<file path="config.mk">
export PLATFORM = sky130hd
export DESIGN_NAME = os_pulse_gen
export DESIGN_NICKNAME = d
export VERILOG_FILES = /design/src/rtl/os_pkg.sv /design/src/rtl/os_trig_sync.sv /design/src/rtl/os_cfg_decode.sv /design/src/rtl/os_master_timer.sv /design/src/rtl/os_ratio_counter.sv /design/src/rtl/os_pulse_gen.sv
export SDC_FILE = /design/constraint.sdc
export NUM_CORES = 1
export LEC_CHECK = 0
export BUFFER_PORTS_ARGS = -buffer_cell sky130_fd_sc_hd__buf_2
export CAP_MARGIN = 15
export CORE_MARGIN = 8
export CORE_UTILIZATION = 63
export CTS_BUF_LIST = sky130_fd_sc_hd__clkbuf_4 sky130_fd_sc_hd__clkbuf_8
export DETAILED_ROUTE_END_ITERATION = 8
export PLACE_DENSITY = 0.86
export SYNTH_ARGS = -nofsm -noshare
export SYNTH_HDL_FRONTEND = slang
export SYNTH_SLANG_ARGS = --single-unit
</file>
<file path="constraint.sdc">
create_clock -name clk_i -period 3.87 [get_ports clk_i]
set_input_delay 0.774 -clock clk_i [delete_from_list [all_inputs] [get_ports clk_i]]
set_output_delay 0.774 -clock clk_i [all_outputs]
set_load 0.01 [all_outputs]
</file>
<file path="src/rtl/os_pkg.sv">
package os_pkg;
    localparam int RATIO_SHIFT = 3;

    typedef enum logic {
        ST_IDLE = 1'b0,
        ST_RUN  = 1'b1
    } os_state_e;
endpackage

</file>
<file path="src/rtl/os_trig_sync.sv">
module os_trig_sync #(
    parameter bit RISE   = 1'b1,
    parameter int STAGES = 2
) (
    input  logic clk_i,
    input  logic rst_i,
    input  logic async_i,
    output logic edge_o
);
    logic [STAGES-1:0] chain_q;
    logic              last_q;

    always_ff @(posedge clk_i) begin
        if (rst_i) begin
            chain_q <= '0;
            last_q  <= 1'b0;
        end else begin
            chain_q <= {chain_q[STAGES-2:0], async_i};
            last_q  <= chain_q[STAGES-1];
        end
    end

    generate
        if (RISE) begin : g_rise
            assign edge_o = chain_q[STAGES-1] & ~last_q;
        end else begin : g_fall
            assign edge_o = ~chain_q[STAGES-1] & last_q;
        end
    endgenerate
endmodule

</file>
<file path="src/rtl/os_cfg_decode.sv">
module os_cfg_decode #(
    parameter int CODE_W = 4,
    parameter int DIV_W  = 21
) (
    input  logic [CODE_W-1:0] code_i,
    output logic              pol_o,
    output logic [DIV_W-1:0]  term_o
);
    localparam int KW = CODE_W - 1;
    localparam int SW = $clog2(DIV_W + 1);

    logic [KW-1:0] k;
    logic [SW-1:0] span;

    always_comb begin
        pol_o = code_i[CODE_W-1];
        // upper half mirrors the lower half: 15-code == ~low bits
        k     = pol_o ? ~code_i[KW-1:0] : code_i[KW-1:0];
        span  = SW'(os_pkg::RATIO_SHIFT * int'(k));
    end

    // terminal count N-1 is a run of 3k ones from the LSB
    generate
        for (genvar g = 0; g < DIV_W; g++) begin : g_mask
            assign term_o[g] = (SW'(g) < span);
        end
    endgenerate
endmodule

</file>
<file path="src/rtl/os_master_timer.sv">
module os_master_timer #(
    parameter int PERIOD_W = 16
) (
    input  logic                clk_i,
    input  logic                rst_i,
    input  logic                run_i,
    input  logic [PERIOD_W-1:0] span_i,
    output logic                tick_o
);
    logic [PERIOD_W-1:0] cnt_q;

    assign tick_o = run_i && (cnt_q == (span_i - PERIOD_W'(1)));

    always_ff @(posedge clk_i) begin
        if (rst_i || !run_i) begin
            cnt_q <= '0;
        end else if (tick_o) begin
            cnt_q <= '0;
        end else begin
            cnt_q <= cnt_q + PERIOD_W'(1);
        end
    end
endmodule

</file>
<file path="src/rtl/os_ratio_counter.sv">
module os_ratio_counter #(
    parameter int DIV_W = 21
) (
    input  logic             clk_i,
    input  logic             rst_i,
    input  logic             run_i,
    input  logic             tick_i,
    input  logic [DIV_W-1:0] term_i,
    output logic             done_o,
    output logic [DIV_W-1:0] count_o
);
    logic [DIV_W-1:0] cnt_q;

    assign done_o  = tick_i && (cnt_q == term_i);
    assign count_o = cnt_q;

    always_ff @(posedge clk_i) begin
        if (rst_i || !run_i) begin
            cnt_q <= '0;
        end else if (tick_i) begin
            cnt_q <= done_o ? '0 : cnt_q + DIV_W'(1);
        end
    end
endmodule

</file>
<file path="src/rtl/os_pulse_gen.sv">
module os_pulse_gen
    import os_pkg::*;
#(
    parameter int PERIOD_W    = 16,
    parameter bit TRIG_RISE   = 1'b1,
    parameter int SYNC_STAGES = 2
) (
    input  logic                clk_i,
    input  logic                rst_i,
    input  logic                trig_i,
    input  logic [3:0]          code_i,
    input  logic [PERIOD_W-1:0] period_i,
    output logic                pulse_o,
    output logic                busy_o
);
    localparam int CODE_W = 4;
    localparam int MAX_K  = 2 ** (CODE_W - 1) - 1;
    localparam int DIV_W  = RATIO_SHIFT * MAX_K;

    os_state_e           state_q, state_d;
    logic                trig_edge;
    logic                fire, expire, tick, running;
    logic                live_pol, pol_q;
    logic [DIV_W-1:0]    live_term, term_q, div_cnt;
    logic [PERIOD_W-1:0] span_live, span_q;

    os_trig_sync #(
        .RISE   (TRIG_RISE),
        .STAGES (SYNC_STAGES)
    ) u_sync (
        .clk_i   (clk_i),
        .rst_i   (rst_i),
        .async_i (trig_i),
        .edge_o  (trig_edge)
    );

    os_cfg_decode #(
        .CODE_W (CODE_W),
        .DIV_W  (DIV_W)
    ) u_decode (
        .code_i (code_i),
        .pol_o  (live_pol),
        .term_o (live_term)
    );

    assign span_live = (period_i == '0) ? PERIOD_W'(1) : period_i;
    assign running   = (state_q == ST_RUN);

    os_master_timer #(
        .PERIOD_W (PERIOD_W)
    ) u_master (
        .clk_i  (clk_i),
        .rst_i  (rst_i),
        .run_i  (running),
        .span_i (span_q),
        .tick_o (tick)
    );

    os_ratio_counter #(
        .DIV_W (DIV_W)
    ) u_ratio (
        .clk_i   (clk_i),
        .rst_i   (rst_i),
        .run_i   (running),
        .tick_i  (tick),
        .term_i  (term_q),
        .done_o  (expire),
        .count_o (div_cnt)
    );

    // next-state logic: FIRE and EXPIRE
    always_comb begin
        state_d = state_q;
        fire    = 1'b0;
        unique case (state_q)
            ST_IDLE: begin
                if (trig_edge) begin
                    state_d = ST_RUN;
                    fire    = 1'b1;
                end
            end
            ST_RUN: begin
                if (expire) begin
                    state_d = ST_IDLE;
                end
            end
            default: state_d = ST_IDLE;
        endcase
    end

    always_ff @(posedge clk_i) begin
        if (rst_i) begin
            state_q <= ST_IDLE;
        end else begin
            state_q <= state_d;
        end
    end

    // configuration captured at FIRE only
    always_ff @(posedge clk_i) begin
        if (rst_i) begin
            pol_q  <= 1'b0;
            term_q <= '0;
            span_q <= PERIOD_W'(1);
        end else if (fire) begin
            pol_q  <= live_pol;
            term_q <= live_term;
            span_q <= span_live;
        end
    end

    always_comb begin
        busy_o  = running;
        pulse_o = running ? ~pol_q : live_pol;
    end
endmodule

</file>
# == Word-level counts from Yosys, hierarchy flattened ==
# Cells that the tools add are included.
# classes
addsub,3
multipliers,1
n_lt_le_gt_ge,21
n_eq_ne,2
muxes,8
bitwise,5
n_reduce_logical,6
# op_table
cell,n
< comparator 4 x 5 -> 1 bit (first input constant),8
< comparator 5 bit (first input constant),5
adder 21 x 1 -> 21 bit (second input constant),1
equality test 21 bit,1
2-to-1 mux 21 bit,1
< comparator 3 x 5 -> 1 bit (first input constant),4
adder 16 x 1 -> 16 bit (second input constant),1
equality test 16 bit,1
logical NOT 16 bit,1
2-to-1 mux 16 bit,1
subtractor 16 x 1 -> 16 bit (second input constant),1
< comparator 1 x 5 -> 1 bit (first input constant),2
< comparator 2 x 5 -> 1 bit (first input constant),2
multiplier 2 x 3 -> 5 bit (first input constant),1
2-to-1 mux 1 bit,4
2-to-1 mux 3 bit,1
inverter 1 bit,3
inverter 3 bit,1
logical AND 1 bit,2
one-hot mux 1 bit (2 select lines),1
OR reduction 2 bit,1
AND 1 bit,1
logical NOT 1 bit,1
logical OR 1 bit,1
# totals
ff_bits,79
inputBits,23
out_inout_bits,2
wordCells,54

# == Logic depth before layout (Yosys ltp) ==
# logic_depth
ltp_word,6
ltp_mapped,12
mapped_depth_nobuf,10

# == Modules after synthesis ==
# Synthesis repeated with hierarchy kept, for this count alone.
# hier_totals
cells_unflattened,556
hier_area_um2,4659.5
# by_module_without_submodules
mod,n_inst,cells_each,area_per_inst_um2,seq_area_each_um2
os_pulse_gen,1,176,1442.6,780.7
os_master_timer,1,185,1415.1,320.3
os_ratio_counter,1,144,1376.3,420.4
os_cfg_decode,1,44,337.8,0.0
os_trig_sync,1,7,87.6,60.1

# == Worst setup path after synthesis ==
# No wires, ideal clock.
# synth_path
kind,register to register
startpoint,register span_q[8]
endpoint,register u_ratio.cnt_q[12] (netlist: u_ratio.count_o[12])
setup_ns,0.072
t_arrival_ns,2.776
required_time_ns,3.798
path_slack_ns,1.023
stages_incl_launch_ff,10
path_buffers,2
synth_period_minus_slack_ns,2.847
cell_sequence,dfxtp_1 > buf_6 > or4_4 > or4_1 > o21ai_1 > a21oi_1 > or4_4 > buf_6 > or4_1 > a21oi_1
# synth_via
elab_chain_cells,5
# synth_rtl
element,line_no,source
from (decl),os_pulse_gen.sv:25,"logic [PERIOD_W-1:0] span_live, span_q;"
from (signal assigned),os_pulse_gen.sv:108,span_q <= span_live;
subtractor 16 x 1 -> 16 bit (*),os_master_timer.sv:12,assign tick_o = run_i && (cnt_q == (span_i - PERIOD_W'(1)));
equality test 16 bit (*),os_master_timer.sv:12,
logical AND 1 bit (*),os_master_timer.sv:12,
logical AND 1 bit,os_ratio_counter.sv:14,assign done_o = tick_i && (cnt_q == term_i);
2-to-1 mux 21 bit,os_ratio_counter.sv:21,cnt_q <= done_o ? '0 : cnt_q + DIV_W'(1);
to (signal assigned),os_ratio_counter.sv:21,
to (decl),os_ratio_counter.sv:12,logic [DIV_W-1:0] cnt_q;
# Mark *: on every way between the ends. The rest lies on a longest branch, timed or not.
# A chain may end at the register's enable or synchronous reset.

# == Final worst setup path ==
# layout_path
startpoint,register span_q[0]
endpoint,register state_q (netlist: busy_o)
# layout_via
elab_chain_cells,6
# layout_rtl
element,line_no,source
subtractor 16 x 1 -> 16 bit,os_master_timer.sv:12,
equality test 16 bit,os_master_timer.sv:12,
logical AND 1 bit,os_master_timer.sv:12,
logical AND 1 bit,os_ratio_counter.sv:14,
2-to-1 mux 1 bit,os_pulse_gen.sv:83,if (expire) begin
one-hot mux 1 bit (2 select lines),os_pulse_gen.sv:75,unique case (state_q)
to (signal assigned),os_pulse_gen.sv:95,state_q <= state_d;
to (decl),os_pulse_gen.sv:20,"os_state_e state_q, state_d;"
# No other way between the ends.

==> impl_results.html <==
<table>
<tr><th>Metric</th><th>Value</th></tr>
<tr><th colspan="2">Critical path</th></tr>
<tr><td>Startpoint Class</td><td>flip-flop</td></tr>
<tr><td>RR Endpoint</td><td>busy_o$_SDFF_PP0_</td></tr>
<tr><td>Flop2flop setup slack</td><td>410 ps</td></tr>
<tr><td>Crit path cell chain</td><td>inv_1 -&gt; ha_1 -&gt; nor4b_1 -&gt; and4_1 -&gt; o21ai_0 -&gt; a2111o_1 -&gt; or4_4 -&gt; o21ai_1 -&gt; o21ai_0</td></tr>
<tr><td>Maximum cell stage delay along the critical path</td><td>about 630 ps</td></tr>
<tr><td>CP max FO</td><td>31</td></tr>
<tr><td>Arrival @ worst endpoint</td><td>3660 ps</td></tr>
<tr><td>Critical Path Sink Type</td><td>flip-flop</td></tr>
<tr><td>Capturing element of the worst setup path</td><td>busy_o$_SDFF_PP0_</td></tr>
<tr><td>Required time of the critical path</td><td>4060 ps</td></tr>
<tr><td>Most used cell, CP</td><td>o21ai_0</td></tr>
<tr><td>Count of cells along the worst register-to-register path</td><td>9</td></tr>
<tr><td>Crit Path Class</td><td>reg2reg</td></tr>
<tr><td>Slowest library cell on the worst path</td><td>or4_4</td></tr>
<tr><td>Startpoint of the worst-slack reg-to-reg timing path</td><td>span_q[0]$_SDFFE_PP1P_</td></tr>
<tr><td>Launching element of the worst setup path</td><td>span_q[0]$_SDFFE_PP1P_</td></tr>
<tr><th colspan="2">Power and ir drop</th></tr>
<tr><td>Net switching power of the design</td><td>about 440 uW</td></tr>
<tr><td>Flop pwr share</td><td>49.7%</td></tr>
<tr><td>Net switching share of the total power</td><td>27.1%</td></tr>
<tr><td>Worst IR Drop VDD</td><td>0.330 mV</td></tr>
<tr><td>Pint</td><td>roughly 1.2 mW</td></tr>
<tr><td>Part of the total power dissipated in the clock network</td><td>36.0%</td></tr>
<tr><td>Power density over the cells</td><td>367 nW/um^2</td></tr>
<tr><td>Leakage</td><td>1.50 nW</td></tr>
<tr><td>Logic pwr share</td><td>14.3%</td></tr>
<tr><th colspan="2">Timing</th></tr>
<tr><td>Final max-slew violation count</td><td>0</td></tr>
<tr><td>Worst Max-Slew Pin Slew</td><td>between 900 and 1000 ps</td></tr>
<tr><td>Setup skew after layout</td><td>5.91 ps</td></tr>
<tr><td>Post-route clock period utilization</td><td>89.5%</td></tr>
<tr><td>Shortest clock period the worst path allows after layout</td><td>3460 ps</td></tr>
<tr><td>Max Clock Freq</td><td>289 MHz</td></tr>
<tr><td>Final-report setup violation count</td><td>0</td></tr>
<tr><td>Tightest slew margin relative to the limit</td><td>32.2%</td></tr>
<tr><td>Final Hold Viols</td><td>0</td></tr>
<tr><td>Setup repair after global routing missed its margin</td><td>no</td></tr>
<tr><td>Sum of negative setup slack</td><td>0 ps</td></tr>
<tr><th colspan="2">Finish</th></tr>
<tr><td>Ant. Diodes</td><td>0</td></tr>
<tr><td>Final standard cell area without fillers</td><td>about 4400 um^2</td></tr>
<tr><td>P&amp;R area growth vs syn</td><td>7.06%</td></tr>
<tr><td>Filler cell count in the final layout</td><td>between 400 and 500</td></tr>
<tr><td>Net count reported at finish</td><td>550</td></tr>
<tr><td>Ratio of cells with drive above 1 in the final layout</td><td>9.56%</td></tr>
<tr><td>Leading cell type in the layout, fill and taps excluded</td><td>dfxtp_1</td></tr>
<tr><td>Post-route core utilization</td><td>69.6%</td></tr>
<tr><td>Leading cell types in the layout, fill and taps excluded</td><td>dfxtp_1 (75), nand2_1 (68), a21oi_1 (59)</td></tr>
<tr><th colspan="2">Routing</th></tr>
<tr><td>Detailed-router iteration count before antenna repair</td><td>5</td></tr>
<tr><td>Vias per inst</td><td>6.37</td></tr>
<tr><td>Total length of routed wires</td><td>just under 10000 um</td></tr>
<tr><td>Routed WL per cell</td><td>16.3 um</td></tr>
<tr><td>Overall via count from detail_route</td><td>3819</td></tr>
<tr><td>Number of nets with antenna violations after routing</td><td>0</td></tr>
<tr><td>Count of routing violations after the opening detailed-route iteration</td><td>352</td></tr>
<tr><td>Post-route DRC</td><td>0</td></tr>
<tr><th colspan="2">Global route</th></tr>
<tr><td>GR Util All Layers</td><td>20.4%</td></tr>
<tr><td>Initial antenna violation count</td><td>0</td></tr>
<tr><td>Sum of overflow across all layers after global routing</td><td>0</td></tr>
<tr><td>Global-route wire length before repair</td><td>~16000 um</td></tr>
<tr><td>Pin count of the biggest net entering global routing</td><td>slightly above 40</td></tr>
<tr><td>Via count of the first global-routing pass</td><td>about 3500</td></tr>
<tr><th colspan="2">Place</th></tr>
<tr><td>Count of buffers inserted at the top-level ports</td><td>24</td></tr>
<tr><td>Half-perimeter wire length of the detailed placement result</td><td>slightly below 7000 um</td></tr>
<tr><td>Post-Place Cell Area</td><td>between 4000 and 5000 um^2</td></tr>
<tr><td>Routability congestion estimate from global placement</td><td>0.952</td></tr>
<tr><th colspan="2">Die</th></tr>
<tr><td>Top-Level Pins</td><td>25</td></tr>
<tr><td>Effective utilization at floorplan</td><td>around two thirds</td></tr>
<tr><td>CORE AREA</td><td>6350 um^2</td></tr>
<tr><td>Number of cell rows</td><td>29</td></tr>
<tr><td>Chip height</td><td>97.0 um</td></tr>
<tr><td>Die Footprint</td><td>9400 um^2</td></tr>
<tr><td>Width of the chip</td><td>97.0 um</td></tr>
<tr><th colspan="2">Clocking</th></tr>
<tr><td>Inserted Clock Buffers</td><td>9</td></tr>
<tr><td>Post-CTS Resized</td><td>0</td></tr>
<tr><td>CTS tree</td><td>yes</td></tr>
<tr><td>Clock root cell</td><td>clkbuf_8</td></tr>
<tr><td>CTS clk-pin slew, worst paths</td><td>70 ps</td></tr>
<tr><td>Clock sink count</td><td>between 70 and 80</td></tr>
<tr><td>Clock latency on the worst-skew pair</td><td>340 ps</td></tr>
<tr><td>Total of hold buffers inserted after clock tree synthesis</td><td>0</td></tr>
<tr><td>Buffers inserted by post-CTS timing repair</td><td>0</td></tr>
<tr><td>H-tree depth reported by CTS</td><td>3</td></tr>
<tr><td>Clock Tree Buf Depth</td><td>2</td></tr>
<tr><th colspan="2">Synthesis</th></tr>
<tr><td>Yosys cell types</td><td>59</td></tr>
<tr><td>Dominant synthesized flop cell</td><td>dfxtp_1</td></tr>
<tr><td>Netlist area before placement</td><td>4130 um^2</td></tr>
<tr><td>Net Count, Synth</td><td>between 500 and 600</td></tr>
<tr><td>Number of storage elements in the synthesis netlist</td><td>75</td></tr>
<tr><td>Portion of the post-synthesis area used by sequential elements</td><td>36.4%</td></tr>
<tr><td>Post-synthesis average cell area</td><td>8.04 um^2</td></tr>
<tr><td>Asr flop ratio synth</td><td>0%</td></tr>
<tr><td>Post-synth EDFFs</td><td>0</td></tr>
<tr><td>Ys Warns</td><td>0</td></tr>
<tr><td>Cells after synthesis</td><td>514</td></tr>
<tr><th colspan="2">Run</th></tr>
<tr><td>Number of maximum-capacitance violations</td><td>0</td></tr>
<tr><th colspan="2">Outcome</th></tr>
<tr><td>Run status</td><td>finished clean</td></tr>
<tr><th colspan="2">Hold path</th></tr>
<tr><td>Kind of path behind the tightest hold check</td><td>reg2reg</td></tr>
</table>
==> flip-flops by register name, indices dropped and copies added, names as in the netlist <==
name	count
busy_o	1
u_sync.chain_q	2
u_ratio.count_o	21
pol_q	1
u_sync.last_q	1
u_master.cnt_q	16
term_q	17
span_q	16
==> synth_stat cells, types with 3 or more instances <==
cell type / number / area share (%)
dfxtp_1: 75 / 36
nand2_1: 68 / 6.2
a21oi_1: 59 / 7.1
nor2_1: 36 / 3.3
xnor2_1: 29 / 6.1
clkbuf_1: 25 / 2.3
xor2_1: 21 / 4.5
and3_1: 18 / 2.7
nand3_1: 18 / 2.2
nor3_1: 13 / 1.6
o21ai_0: 11 / 1.3
or4_1: 11 / 2.0
nor4_1: 9 / 1.4
o41ai_1: 9 / 1.9
inv_1: 8 / 0.73
nand4_1: 8 / 1.2
nand2b_1: 7 / 1.1
nor2b_1: 7 / 1.1
ha_1: 6 / 1.8
or3_1: 6 / 0.91
a211oi_1: 5 / 0.91
o211ai_1: 5 / 0.91
nand3b_1: 4 / 0.73
o31ai_1: 4 / 0.73
a211o_1: 3 / 0.64
and2_1: 3 / 0.45
buf_2: 3 / 0.36
==> power by group through the flow <==
stage / Combinational, mW / Sequential (mW) / Clock [mW]
2_1_floorplan: 0.177 / 0.818 / 0
3_3_place_gp: 0.219 / 0.823 / 0
3_5_place_dp: 0.226 / 0.824 / 0
4_1_cts: 0.229 / 0.807 / 0.587
5_1_grt: 0.256 / 0.809 / 0.622
6_report: 0.232 / 0.807 / 0.586
==> worst max-delay path, delay by kind of cell, from the launching register on <==
kind	cells	cell delay, ps
fa+ha+maj	1	240
buf+inv	1	70
simple gates	3	1250
flops	1	350
compound gates	4	1390
==> logic make-up after synthesis <==
kind of cell / synth area share [%]
AOI/OAI and AO/OA: 17.4
xor gates and xnor gates: 10.6
adders and majority gates: 2.30
buffers and inverters: 4.03
DFF: 36.4
muxes: 0.242
and+or+nand+nor: 29.1
==> area by class of cell <==
class                           instances  area, um^2  share of cell area (%)
Multi-Input combinational cell        400        2470                    55.9
Sequential cell                        75        1500                    34.0
Clock buffer                           11         145                    3.28
Timing Repair Buffer                   26         135                    3.06
Tap cell                               77        96.3                    2.18
Clock inverter                          3        40.0                   0.905
Inverter                                8        30.0                   0.679
==> per-stage QoR <==
| step | power (mW) | setup WS, ps | instances | hold WS [ps] |
|---|---|---|---|---|
| after detailed placement | 1.05 | 493 | 586 | 447 |
| after global placement | 1.04 | 666 | 586 | 422 |
| after global routing | 1.69 | 218 | 600 | 463 |
| after floorplan | 0.995 | 1020 | 514 | 414 |
| after CTS | 1.62 | 496 | 600 | 457 |
| final | 1.62 | 408 | 600 | 455 |
==> worst min path at each step <==
| stage | depth (start not counted) | to | startpoint | slack [ps] |
|---|---|---|---|---|
| after CTS | 1 | u_sync.chain_q[1]$_SDFF_PP0_ | u_sync.chain_q[0]$_SDFF_PP0_ | 460 |
| after detailed placement | 1 | u_sync.chain_q[1]$_SDFF_PP0_ | u_sync.chain_q[0]$_SDFF_PP0_ | 450 |
| after floorplan | 1 | u_sync.chain_q[1]$_SDFF_PP0_ | u_sync.chain_q[0]$_SDFF_PP0_ | 410 |
| after global routing | 1 | u_sync.chain_q[1]$_SDFF_PP0_ | u_sync.chain_q[0]$_SDFF_PP0_ | 460 |
| after global placement | 1 | u_sync.chain_q[1]$_SDFF_PP0_ | u_sync.chain_q[0]$_SDFF_PP0_ | 420 |
| final | 1 | u_sync.chain_q[1]$_SDFF_PP0_ | u_sync.chain_q[0]$_SDFF_PP0_ | 450 |
==> metal layers <==
layer / vias to the layer above / routed length (um) / global-route usage, %
li1: 1850 / - / -
met1: 1768 / 4480 / 27.8
met2: 184 / 4360 / 30.5
met3: 17 / 744 / 3.56
met4: 0 / 179 / 8.76
met5: - / 0 / 0
(Power assumes the default switching activity.)
